$ cat config.mk
export PLATFORM = sky130hd
export DESIGN_NAME = mpu_host_port
export DESIGN_NICKNAME = d
export VERILOG_FILES = /design/src/rtl/mhp_pkg.sv /design/src/rtl/mhp_sync.sv /design/src/rtl/mhp_par_decode.sv /design/src/rtl/mhp_ser_shift.sv /design/src/rtl/mpu_host_port.sv
export SDC_FILE = /design/constraint.sdc
export NUM_CORES = 1
export LEC_CHECK = 0
export ABC_CLOCK_PERIOD_IN_PS = 1870
export BUFFER_PORTS_ARGS = -buffer_cell sky130_fd_sc_hd__buf_2
export CAP_MARGIN = 20
export CELL_PAD_IN_SITES_DETAIL_PLACEMENT = 0
export CELL_PAD_IN_SITES_GLOBAL_PLACEMENT = 2
export CORE_ASPECT_RATIO = 0.6
export CORE_UTILIZATION = 25
export CTS_CLUSTER_DIAMETER = 30
export CTS_CLUSTER_SIZE = 10
export DETAILED_ROUTE_END_ITERATION = 10
export PLACE_DENSITY = 0.78
export SETUP_SLACK_MARGIN = 0.15
export SLEW_MARGIN = 5
export SYNTH_ARGS = -nofsm -noshare
export SYNTH_HDL_FRONTEND = slang
export SYNTH_SLANG_ARGS = --single-unit
$ cat constraint.sdc
create_clock -name clk -period 1.87 [get_ports clk]
set_input_delay 0.0935 -clock clk [delete_from_list [all_inputs] [get_ports clk]]
set_output_delay 0.0935 -clock clk [all_outputs]
set_load 0.05 [all_outputs]
$ cat src/rtl/mhp_pkg.sv
package mhp_pkg;

    localparam int HOST_W     = 16;   // host data bus width
    localparam int LANE_W     = 8;    // narrow transfer width
    localparam int SCL_BIT    = 0;    // serial clock line
    localparam int SDA_BIT    = 1;    // serial data line
    localparam int SER_HIZ_LO = 5;    // lowest line forced undriven in serial mode

    typedef enum logic [1:0] {
        HM_STROBE = 2'd0,
        HM_ENABLE = 2'd1,
        HM_SERIAL = 2'd2
    } host_mode_e;

    typedef struct packed {
        logic csn;
        logic rs;
        logic rd_e;
        logic wr_rw;
    } ctl_t;

    typedef struct packed {
        logic              is_cmd;
        logic [HOST_W-1:0] word;
    } xfer_t;

    localparam ctl_t CTL_IDLE = '{csn: 1'b1, rs: 1'b0, rd_e: 1'b1, wr_rw: 1'b1};

    function automatic host_mode_e decode_mode(input logic par, input logic m68);
        if (!par)
            return HM_SERIAL;
        return m68 ? HM_ENABLE : HM_STROBE;
    endfunction

    function automatic logic [HOST_W-1:0] lane_mask(input logic wide);
        return wide ? {HOST_W{1'b1}}
                    : {{(HOST_W-LANE_W){1'b0}}, {LANE_W{1'b1}}};
    endfunction

    function automatic logic [HOST_W-1:0] fit_word(input logic wide,
                                                   input logic [HOST_W-1:0] raw);
        return raw & lane_mask(wide);
    endfunction

endpackage

$ cat src/rtl/mhp_sync.sv
module mhp_sync #(
    parameter int           W       = 1,
    parameter int           STAGES  = 2,
    parameter logic [W-1:0] RST_VAL = '0
) (
    input  logic         clk,
    input  logic         rst,
    input  logic [W-1:0] d,
    output logic [W-1:0] q
);

    logic [STAGES-1:0][W-1:0] stg;

    always_ff @(posedge clk) begin
        if (rst) begin
            stg <= {STAGES{RST_VAL}};
        end else begin
            stg[0] <= d;
            for (int i = 1; i < STAGES; i++)
                stg[i] <= stg[i-1];
        end
    end

    assign q = stg[STAGES-1];

endmodule

$ cat src/rtl/mhp_par_decode.sv
module mhp_par_decode
    import mhp_pkg::*;
(
    input  logic              clk,
    input  logic              rst,
    input  host_mode_e        mode,
    input  logic              wide,
    input  ctl_t              ctl,
    input  logic [HOST_W-1:0] bus,
    output logic              wr_evt,
    output xfer_t             wr_xfer,
    output logic              rd_evt,
    output logic [HOST_W-1:0] oe_next
);

    logic prev_rd_e;
    logic prev_wr_rw;
    logic active;
    logic drive;

    always_ff @(posedge clk) begin
        if (rst) begin
            prev_rd_e  <= CTL_IDLE.rd_e;
            prev_wr_rw <= CTL_IDLE.wr_rw;
        end else begin
            prev_rd_e  <= ctl.rd_e;
            prev_wr_rw <= ctl.wr_rw;
        end
    end

    assign active = (mode != HM_SERIAL) && !ctl.csn;

    always_comb begin
        wr_evt = 1'b0;
        rd_evt = 1'b0;
        drive  = 1'b0;
        if (active) begin
            case (mode)
                HM_STROBE: begin
                    // write strobe released: capture
                    wr_evt = ctl.wr_rw && !prev_wr_rw;
                    // read strobe asserted: request data
                    rd_evt = !ctl.rd_e && prev_rd_e;
                    drive  = !ctl.rd_e;
                end
                HM_ENABLE: begin
                    // enable falls during a write cycle
                    wr_evt = !ctl.rd_e && prev_rd_e && !ctl.wr_rw;
                    // enable rises during a read cycle
                    rd_evt = ctl.rd_e && !prev_rd_e && ctl.wr_rw;
                    drive  = ctl.rd_e && ctl.wr_rw;
                end
                default: begin
                    wr_evt = 1'b0;
                    rd_evt = 1'b0;
                    drive  = 1'b0;
                end
            endcase
        end
    end

    assign oe_next = drive ? lane_mask(wide) : '0;

    always_comb begin
        wr_xfer.is_cmd = ctl.rs;
        wr_xfer.word   = fit_word(wide, bus);
    end

    AST_ENABLE_WRITE_DIR: assert property (@(posedge clk) disable iff (rst)
        (mode == HM_ENABLE && wr_evt) |-> ($past(ctl.rd_e) && !ctl.wr_rw));

endmodule

$ cat src/rtl/mhp_ser_shift.sv
module mhp_ser_shift
    import mhp_pkg::*;
#(
    parameter int BITS = LANE_W
) (
    input  logic  clk,
    input  logic  rst,
    input  logic  en,
    input  logic  csn,
    input  logic  rs,
    input  logic  scl,
    input  logic  sda,
    output logic  done,
    output xfer_t xfer
);

    localparam int              CW   = $clog2(BITS);
    localparam logic [CW-1:0]   LAST = CW'(BITS - 1);

    logic              prev_scl;
    logic [CW-1:0]     cnt;
    logic [BITS-2:0]   sh;
    logic              rise;
    logic [BITS-1:0]   full;

    assign rise = en && !csn && scl && !prev_scl;
    assign full = {sh, sda};

    always_ff @(posedge clk) begin
        if (rst) begin
            prev_scl <= 1'b0;
            cnt      <= '0;
            sh       <= '0;
        end else begin
            prev_scl <= scl;
            if (!en || csn) begin
                cnt <= '0;
            end else if (rise) begin
                sh  <= full[BITS-2:0];
                cnt <= (cnt == LAST) ? '0 : cnt + 1'b1;
            end
        end
    end

    assign done = rise && (cnt == LAST);

    always_comb begin
        xfer.is_cmd = rs;
        xfer.word   = HOST_W'(full);
    end

    AST_SER_CLEAR: assert property (@(posedge clk) disable iff (rst)
        $past(csn) |-> (cnt == '0));

    AST_SER_DONE_EDGE: assert property (@(posedge clk) disable iff (rst)
        done |-> (scl && !csn && en));

endmodule

$ cat src/rtl/mpu_host_port.sv
module mpu_host_port
    import mhp_pkg::*;
#(
    parameter int SYNC_STAGES = 2,
    parameter int SER_BITS    = LANE_W
) (
    input  logic              clk,
    input  logic              rst,
    input  logic              strap_par,
    input  logic              strap_m68,
    input  logic              wide_en,
    input  logic              host_csn,
    input  logic              host_rs,
    input  logic              host_rd_e,
    input  logic              host_wr_rw,
    input  logic [HOST_W-1:0] bus_in,
    output logic [HOST_W-1:0] bus_out,
    output logic [HOST_W-1:0] bus_oe,
    output logic              wr_pulse,
    output logic              wr_is_cmd,
    output logic [HOST_W-1:0] wr_word,
    output logic              rd_req,
    input  logic [HOST_W-1:0] rd_data
);

    localparam int CTL_W = $bits(ctl_t);

    ctl_t              ctl_raw;
    ctl_t              ctl_s;
    logic [HOST_W-1:0] bus_s;
    host_mode_e        mode;

    logic              par_wr;
    xfer_t             par_xfer;
    logic              par_rd;
    logic [HOST_W-1:0] par_oe;
    logic              ser_wr;
    xfer_t             ser_xfer;

    always_comb begin
        ctl_raw.csn   = host_csn;
        ctl_raw.rs    = host_rs;
        ctl_raw.rd_e  = host_rd_e;
        ctl_raw.wr_rw = host_wr_rw;
    end

    mhp_sync #(
        .W       (CTL_W),
        .STAGES  (SYNC_STAGES),
        .RST_VAL (CTL_IDLE)
    ) u_ctl_sync (
        .clk (clk),
        .rst (rst),
        .d   (ctl_raw),
        .q   (ctl_s)
    );

    mhp_sync #(
        .W       (HOST_W),
        .STAGES  (SYNC_STAGES),
        .RST_VAL ('0)
    ) u_bus_sync (
        .clk (clk),
        .rst (rst),
        .d   (bus_in),
        .q   (bus_s)
    );

    assign mode = decode_mode(strap_par, strap_m68);

    mhp_par_decode u_par (
        .clk     (clk),
        .rst     (rst),
        .mode    (mode),
        .wide    (wide_en),
        .ctl     (ctl_s),
        .bus     (bus_s),
        .wr_evt  (par_wr),
        .wr_xfer (par_xfer),
        .rd_evt  (par_rd),
        .oe_next (par_oe)
    );

    mhp_ser_shift #(
        .BITS (SER_BITS)
    ) u_ser (
        .clk  (clk),
        .rst  (rst),
        .en   (mode == HM_SERIAL),
        .csn  (ctl_s.csn),
        .rs   (ctl_s.rs),
        .scl  (bus_s[SCL_BIT]),
        .sda  (bus_s[SDA_BIT]),
        .done (ser_wr),
        .xfer (ser_xfer)
    );

    always_ff @(posedge clk) begin
        if (rst) begin
            wr_pulse  <= 1'b0;
            wr_is_cmd <= 1'b0;
            wr_word   <= '0;
            rd_req    <= 1'b0;
            bus_oe    <= '0;
        end else begin
            wr_pulse <= par_wr || ser_wr;
            rd_req   <= par_rd;
            bus_oe   <= par_oe;
            if (par_wr) begin
                wr_is_cmd <= par_xfer.is_cmd;
                wr_word   <= par_xfer.word;
            end else if (ser_wr) begin
                wr_is_cmd <= ser_xfer.is_cmd;
                wr_word   <= ser_xfer.word;
            end
        end
    end

    assign bus_out = rd_data;

    AST_CS_GATES_WRITE: assert property (@(posedge clk) disable iff (rst)
        wr_pulse |-> $past(!ctl_s.csn));

    AST_CS_GATES_READ: assert property (@(posedge clk) disable iff (rst)
        (rd_req || bus_oe != '0) |-> $past(!ctl_s.csn));

    AST_SERIAL_NO_DRIVE: assert property (@(posedge clk) disable iff (rst)
        $past(!strap_par) |-> (bus_oe[HOST_W-1:SER_HIZ_LO] == '0 && bus_oe == '0));

    AST_SERIAL_NO_READ: assert property (@(posedge clk) disable iff (rst)
        $past(!strap_par) |-> !rd_req);

    AST_WR_SINGLE: assert property (@(posedge clk) disable iff (rst)
        wr_pulse |=> !wr_pulse);

    AST_OE_LANES: assert property (@(posedge clk) disable iff (rst)
        (bus_oe != '0) |-> (bus_oe == lane_mask($past(wide_en))));

    AST_ONE_SOURCE: assert property (@(posedge clk) disable iff (rst)
        !(par_wr && ser_wr));

endmodule

==> impl_metrics.toml, run 1 <==
[min_path]
hold_path_end = "rd_req$_SDFF_PP0_"
holdCritStartpoint = "strap_par"
hold_path_class = "in -> reg"
holdPathStages = 3

[die]
dieArea_um2 = 11060
io_pins = 92
die_h_um = 81.87
start_util_pct = 26.34
dieWidth_um = 135.1
core_area_um2 = 10090
num_rows = 28

[critical_path]
r2r_end = "wr_word[6]$_SDFFE_PP0P_"
crit_arrival_ns = 1.79
path_cells = "nor3b_2 > o21ai_4 > nor2_1 > a311oi_1"
path_max_fanout = 26
slowest_stage = "o21ai_4"
critPathMaxStageDelay_ns = 0.53
r2r_cells = 4
critPathRequiredTime_ns = 2.10
end_kind = "flop"
r2r_start = "u_ctl_sync.q[0]$_SDFF_PP1_"
crit_path_start_kind = "flop"
reg2reg_slack_ns = 0.31
crit_type = "reg -> reg"

[sta]
hold_viol = 0
tns_ns = 0
skew_ns = 0.005665
slew_headroom_pct = 56.09
fin_crit_sh_pct = 83.52
slew_viol_final = 0
min_period_ns = 1.562
worstMarginPinSlew_ns = 0.6562
rsz0062_at_grt = "false"
setup_viol = 0
fmax_mhz = 640.3

[synthesis]
syn_area_um2 = 2658
synth_top_area_share_pct = 55.74
ys_ff_latch = 74
yosysMostFrequentCell = "dfxtp_1"
yosysSeqAreaShare_pct = 55.74
synth_top_area_cell = "dfxtp_1"
synth.top_cells.by_count = "dfxtp_1 (74), nor2b_1 (36), buf_4 (31)"
ys_types = 27
syn-instance-count = 270
syn_avg_cell_area_um2 = 9.843
synth-async-reset-ratio_pct = 0
yosys-top-cells-area = "dfxtp_1 (56%), buf_4 (8.8%), nor2b_1 (8.5%), nand3_1 (4.9%), a21oi_1 (3.8%)"
synth.net_count = 313
synth_edf_count = 0
ys_warn_count = 0
synthFlopType = "dfxtp_1"

[power]
finalPower_mw = 3.602
p_comb_share_pct = 4.1
p_leak_nw = 1.431
netSwitchingFraction_pct = 20.25
sequentialPowerShare_pct = 45.4
vdd_drop_max_mv = 0.4383
p_clk_share_pct = 50.5
pwr_density_cell_nw_per_um2 = 1059
intPower_mw = 2.873
power.switching_mw = 0.7297

[layout]
antenna_cells = 0
syn_to_final_growth_pct = 27.97
drive_above_1_share_pct = 28.79
nNetsFinal = 361

[cts]
clkLatencyLatePin_ns = 0.33
numClockSinks = 74
cts_tree = "built"
cts-root-buf = "clkbuf_16"
cts.clk_slew.worst_paths_ns = 0.06
cts-htree-levels = 3
cts_buffers = 9
clockBufferDepth = 2
cts_setup_buffers = 0

[detailed_routing]
routed_wl_mm = 5.343
firstDrtPassIters = 4
wl_per_cell_um = 11.67
detail-route-antenna-nets = 0
drt_iter0_markers = 86
post-route-drc-count = 0
avgViaCountPerCell = 3.980
dr_total_vias = 1823

[global_routing]
overflow = 0
grt_usage_pct = 10.36
grt_pass1_wl_mm = 8.514
grt_max_degree = 43
antenna_found_initial = 0
grt_pass1_vias = 1723

[placement]
port-buffer-count = 59
dp_hpwl_mm = 3.617
gp_congestion = 0.7064

[job]
maxCapViolCount = 0

[outcome]
status = "finished, final reports clean"
layout by cell type (no fill, tap or decap), types with 2 or more instances in the layout:
cell type and instances:
clkbuf_16 9, buf_4 2, nor2_1 13, mux2i_1 2, ha_1 2, nor2b_1 36, dlygate4sd3_1 20, nand2_1 22
or2_2 9, buf_2 59, a21oi_1 20, dfxtp_1 74, bufinv_16 2, nand3_1 26, a311oi_1 7, or3_1 2
critical path: cells and delay by family, from the launching register on:
| family | cells | cell delay (ns) |
|---|---|---|
| AND/OR/NAND/NOR | 2 | 0.30 |
| flip-flops | 1 | 0.35 |
| AO/OA/AOI/OAI | 2 | 0.81 |
power groups by stage:
stage / Sequential, mW / Clock (mW) / Combinational (mW)
6_report: 1.64 / 1.82 / 0.146
2_1_floorplan: 1.67 / 0 / 0.163
5_1_grt: 1.64 / 1.94 / 0.161
3_5_place_dp: 1.67 / 0 / 0.115
4_1_cts: 1.64 / 1.87 / 0.146
3_3_place_gp: 1.67 / 0 / 0.113
sequential cells by signal, summed over array words and instances (netlist names):
name and count:
u_ctl_sync.q 4, u_par.prev_wr_rw 1, wr_word 16, bus_oe 2, wr_pulse 1, wr_is_cmd 1
u_ser.cnt 3, u_par.prev_rd_e 1, u_ctl_sync.stg 4, u_ser.sh 7, u_ser.prev_scl 1, rd_req 1
u_bus_sync.stg 16, u_bus_sync.q 16
area by class of cell:
| class | count | area, um2 |
|---|---|---|
| Sequential cell | 74 | 1481 |
| Clock inverter | 6 | 90.09 |
| Fill cell | 1060 | 6689 |
| Multi-Input combinational cell | 151 | 900.9 |
| Timing Repair Buffer | 82 | 530.5 |
| Tap cell | 135 | 168.9 |
| Clock buffer | 10 | 229.0 |
worst max-delay path by stage:
stage,depth (start not counted),slack (ns),end,start
6_report,4,0.31,wr_word[6]$_SDFFE_PP0P_,u_ctl_sync.q[0]$_SDFF_PP1_
3_5_place_dp,4,0.11,wr_word[6]$_SDFFE_PP0P_,u_par.prev_rd_e$_SDFF_PP1_
5_1_grt,4,0.18,wr_word[6]$_SDFFE_PP0P_,u_ctl_sync.q[0]$_SDFF_PP1_
2_1_floorplan,7,0.44,wr_word[10]$_SDFFE_PP0P_,u_ser.cnt[0]$_SDFFE_PP0N_
3_3_place_gp,4,0.16,wr_word[4]$_SDFFE_PP0P_,u_par.prev_rd_e$_SDFF_PP1_
4_1_cts,4,0.23,wr_word[7]$_SDFFE_PP0P_,u_ctl_sync.q[0]$_SDFF_PP1_
logic make-up (layout without fill, tap and decap cells):
group	count (synthesis)	count (layout)	synth area share, %
buffers and inverters	45	98	11.21
adders and majority gates	2	2	0.9415
AOI/OAI and AO/OA	31	31	7.345
and+or+nand+nor	115	115	23.59
DFF	74	74	55.74
muxes	3	3	1.177
stage by stage:
stage | instances | setup WS [ns] | area, um2 | utilization [%] | hold slack (ns)
5_1_grt | 458 | 0.1814 | 3401 | 33.71 | 0.06472
3_5_place_dp | 422 | 0.1128 | 2859 | 28.34 | 0.1873
3_3_place_gp | 422 | 0.1646 | 2859 | 28.34 | 0.1873
2_1_floorplan | 270 | 0.4384 | 2658 | - | 0.1973
6_report | 458 | 0.3082 | 3401 | 33.71 | 0.07114
4_1_cts | 458 | 0.2269 | 3386 | 33.56 | 0.05525
per-layer routing:
layer	wire [um]	GRT usage (%)	share of wire [%]
met5	0	0	0
met4	78	4.045	1.5
met3	230	4.630	4.3
met2	2310	15.33	43
met1	2723	13.12	51
repair_timing:
item,4_1_cts,5_1_grt
setup endpoints to repair,4,10
hold endpoints to repair,20,0
gates cloned,0,0
gates resized for setup,1,3
hold buffers,20,0
Power figures use the tool's default switching activity.
==> run 2: changes to the inputs <==
--- a/config.mk
+++ b/config.mk
@@ -5,7 +5,8 @@
 export SDC_FILE = /design/constraint.sdc
 export NUM_CORES = 1
 export LEC_CHECK = 0
-export ABC_CLOCK_PERIOD_IN_PS = 1870
+export ABC_AREA = 1
+export ABC_CLOCK_PERIOD_IN_PS = 1400
 export BUFFER_PORTS_ARGS = -buffer_cell sky130_fd_sc_hd__buf_2
 export CAP_MARGIN = 20
 export CELL_PAD_IN_SITES_DETAIL_PLACEMENT = 0
@@ -15,7 +16,7 @@
 export CTS_CLUSTER_DIAMETER = 30
 export CTS_CLUSTER_SIZE = 10
 export DETAILED_ROUTE_END_ITERATION = 10
-export PLACE_DENSITY = 0.78
+export PLACE_DENSITY = 0.83
 export SETUP_SLACK_MARGIN = 0.15
 export SLEW_MARGIN = 5
 export SYNTH_ARGS = -nofsm -noshare
==> constraint.sdc (replaced) <==
create_clock -name clk -period 1.4 [get_ports clk]
set_input_delay 0.07 -clock clk [delete_from_list [all_inputs] [get_ports clk]]
set_output_delay 0.07 -clock clk [all_outputs]
set_load 0.05 [all_outputs]
==> run 2 against run 1 <==
Compared with the run above: non-clock buffer count grew 4; maximum frequency up 17%; clock power rose by 54%; largest cell class unchanged; critical path type unchanged.
==> impl_metrics.toml, run 2 <==
[outcome]
status = "finished, final reports clean"

[global_routing]
grt-busiest-layer = "met1"
grt_use_met2_pct = 15.81
grt_pass1_vias = 2048
antenna_found_initial = 0
grt_use_met1_pct = 15.82
overflow = 0
grt_pass1_wl_mm = 10.34
use_met3_pct = 4.963
grt_max_degree = 53
grt_usage_pct = 11.67

[layout]
layout_commonest_cell = "dfxtp_1"
mostFrequentLayoutCells = "dfxtp_1 (71), buf_2 (59), nor2_1 (52)"
antenna_cells = 0
syn_to_final_growth_pct = 37.27
fin_util_pct = 36.00
nNetsFinal = 450
final_cells = 551
drive_above_1_share_pct = 32.77

[critical_path]
path_cells = "ha_4 > ha_4 > inv_4 > nor2_4 > buf_6 > inv_8 > nand3_1 > a21oi_1"
r2r_end = "wr_word[4]$_SDFFE_PP0P_"
end_kind = "flop"
cp_common_cell = "ha_4"
crit_type = "reg -> reg"
path_max_fanout = 9
critPathMaxStageDelay_ns = 0.35
critPathRequiredTime_ns = 1.61
crit_arrival_ns = 1.54
reg2reg_slack_ns = 0.07
slowest_stage = "dfxtp_2"
r2r_cells = 8
crit_path_start_kind = "flop"
r2r_start = "u_ser.cnt[0]$_SDFFE_PP0N_"

[detailed_routing]
firstDrtPassIters = 4
routed_wl_mm = 6.733
post-route-drc-count = 0
wl_per_cell_um = 12.22
avgViaCountPerCell = 4.174
dr_total_vias = 2300
detail-route-antenna-nets = 0
drt_iter0_markers = 101

[power]
finalPower_mw = 5.245
p_leak_nw = 1.744
vdd_drop_max_mv = 0.7016
pwr_density_cell_nw_per_um2 = 1352

[die]
io_pins = 92
start_util_pct = 26.23
num_rows = 29
dieArea_um2 = 11750
core_area_um2 = 10780
dieWidth_um = 139.3
die_h_um = 84.36

[sta]
holdWs_ns = 0.08056
fin_crit_sh_pct = 95.09
rsz0062_at_grt = "true"
min_period_ns = 1.331
worstMarginPinSlew_ns = 0.3307
skew_ns = 0.003434
fin_ws_ns = 0.06872
setup_viol = 0
fmax_mhz = 751.2
hold_viol = 0
slew_viol_final = 0
slew_headroom_pct = 77.93

[cts]
cts-root-buf = "clkbuf_16"
cts_buffers = 9
cts_tree = "built"
clockBufferDepth = 2
cts-htree-levels = 3
clkLatencyLatePin_ns = 0.33
numClockSinks = 74
cts.clk_slew.worst_paths_ns = 0.06

[synthesis]
syn-instance-count = 349
synth.net_count = 392
ys_types = 23
yosys-top-cells-area = "dfxtp_1 (52%), buf_4 (8.8%), nor2_1 (7.3%), inv_1 (6.5%), nand2_1 (5.4%)"
ys_ff_latch = 74
syn_avg_cell_area_um2 = 8.099
synth-async-reset-ratio_pct = 0
synth.top_cells.by_count = "dfxtp_1 (74), nor2_1 (55), inv_1 (49)"
syn_area_um2 = 2826
yosysMostFrequentCell = "dfxtp_1"
synth_top_area_cell = "dfxtp_1"
ys_warn_count = 0
synthFlopType = "dfxtp_1"
yosysSeqAreaShare_pct = 52.41
synth_edf_count = 0
synth_top_area_share_pct = 52.41

[placement]
dp_hpwl_mm = 3.920
gp_congestion = 0.7594
pre_cts_ws_ns = -0.07447
port-buffer-count = 59
dp.cells = 504

[min_path]
hold_path_end = "u_ctl_sync.stg[0]$_SDFF_PP1_"
holdCritStartpoint = "rst"
hold_path_class = "in -> reg"
holdPathStages = 2

[job]
maxCapViolCount = 0
-- run 2: power breakdown --
group / switching [mW] / leakage (nW) / internal, mW
logic: 0.138 / 0.958 / 0.110
registers: 0.0207 / 0.606 / 2.17
clock network: 0.845 / 0.180 / 1.97
total: 1.00 / 1.74 / 4.24
-- run 2: cells by family (layout without fill, tap and decap cells) --
group / count (synthesis) / after routing / share of synthesized area [%]
AO/OA/AOI/OAI: 29 / 29 / 5.357
adder cells (fa/ha/maj): 2 / 2 / 0.8852
buffers and inverters: 98 / 157 / 17.97
AND/OR/NAND/NOR: 146 / 150 / 23.37
flip-flops: 74 / 74 / 52.41
-- run 2: critical path, delay by kind of cell (launching register included) --
family	cells	cell delay, ns
DFF	1	0.35
AOI/OAI and AO/OA	1	0.07
adders and majority gates	2	0.28
and+or+nand+nor	2	0.26
buffers and inverters	3	0.25
-- run 2: final cells by class --
class	instances	area (um2)
Timing Repair Buffer	86	584.3
Sequential cell	74	1485
Timing Repair inverter	3	27.53
Inverter	52	206.4
Clock buffer	11	242.7
Clock inverter	5	125.1
Tap cell	139	173.9
Fill cell	1083	6897
Multi-Input combinational cell	181	1035
-- run 2: through the flow --
stage	area [um2]	TNS (ns)
3_3_place_gp	3060	-0.06399
6_report	3880	0
5_1_grt	3880	-0.007470
4_1_cts	3690	0
3_5_place_dp	3060	-0.2285
2_1_floorplan	2858	0
-- run 2: worst max-delay path by stage --
| stage | start | endpoint | slack, ns |
|---|---|---|---|
| final | u_ser.cnt[0]$_SDFFE_PP0N_ | wr_word[4]$_SDFFE_PP0P_ | 0.07 |
| after CTS | u_ser.cnt[1]$_SDFFE_PP0N_ | wr_word[6]$_SDFFE_PP0P_ | 0.08 |
| after floorplan | u_ser.cnt[1]$_SDFFE_PP0N_ | wr_is_cmd$_SDFFE_PP0P_ | 0.15 |
| after detailed placement | u_ctl_sync.q[3]$_SDFF_PP1_ | u_ser.sh[0]$_SDFFE_PP0P_ | -0.07 |
| after global placement | u_ctl_sync.q[3]$_SDFF_PP1_ | u_ser.sh[0]$_SDFFE_PP0P_ | -0.04 |
| after global routing | u_par.prev_rd_e$_SDFF_PP1_ | wr_is_cmd$_SDFFE_PP0P_ | -0.007 |
-- run 2: per-layer routing --
layer / share of wire, % / routed length, um / vias up
met4: 1.9 / 127 / 0
met5: 0 / 0 / -
met2: 38 / 2574 / 74
met3: 5.5 / 370 / 13
met1: 54 / 3660 / 1046
li1: - / - / 1167
-- run 2: what timing repair did --
item,4_1_cts,5_1_grt
pin swaps,1,12
endpoints found under the setup margin,28,28
cloned,4,3
resized for setup,10,36
setup buffers,0,4
hold endpoints to repair,20,0
hold buffers,20,0
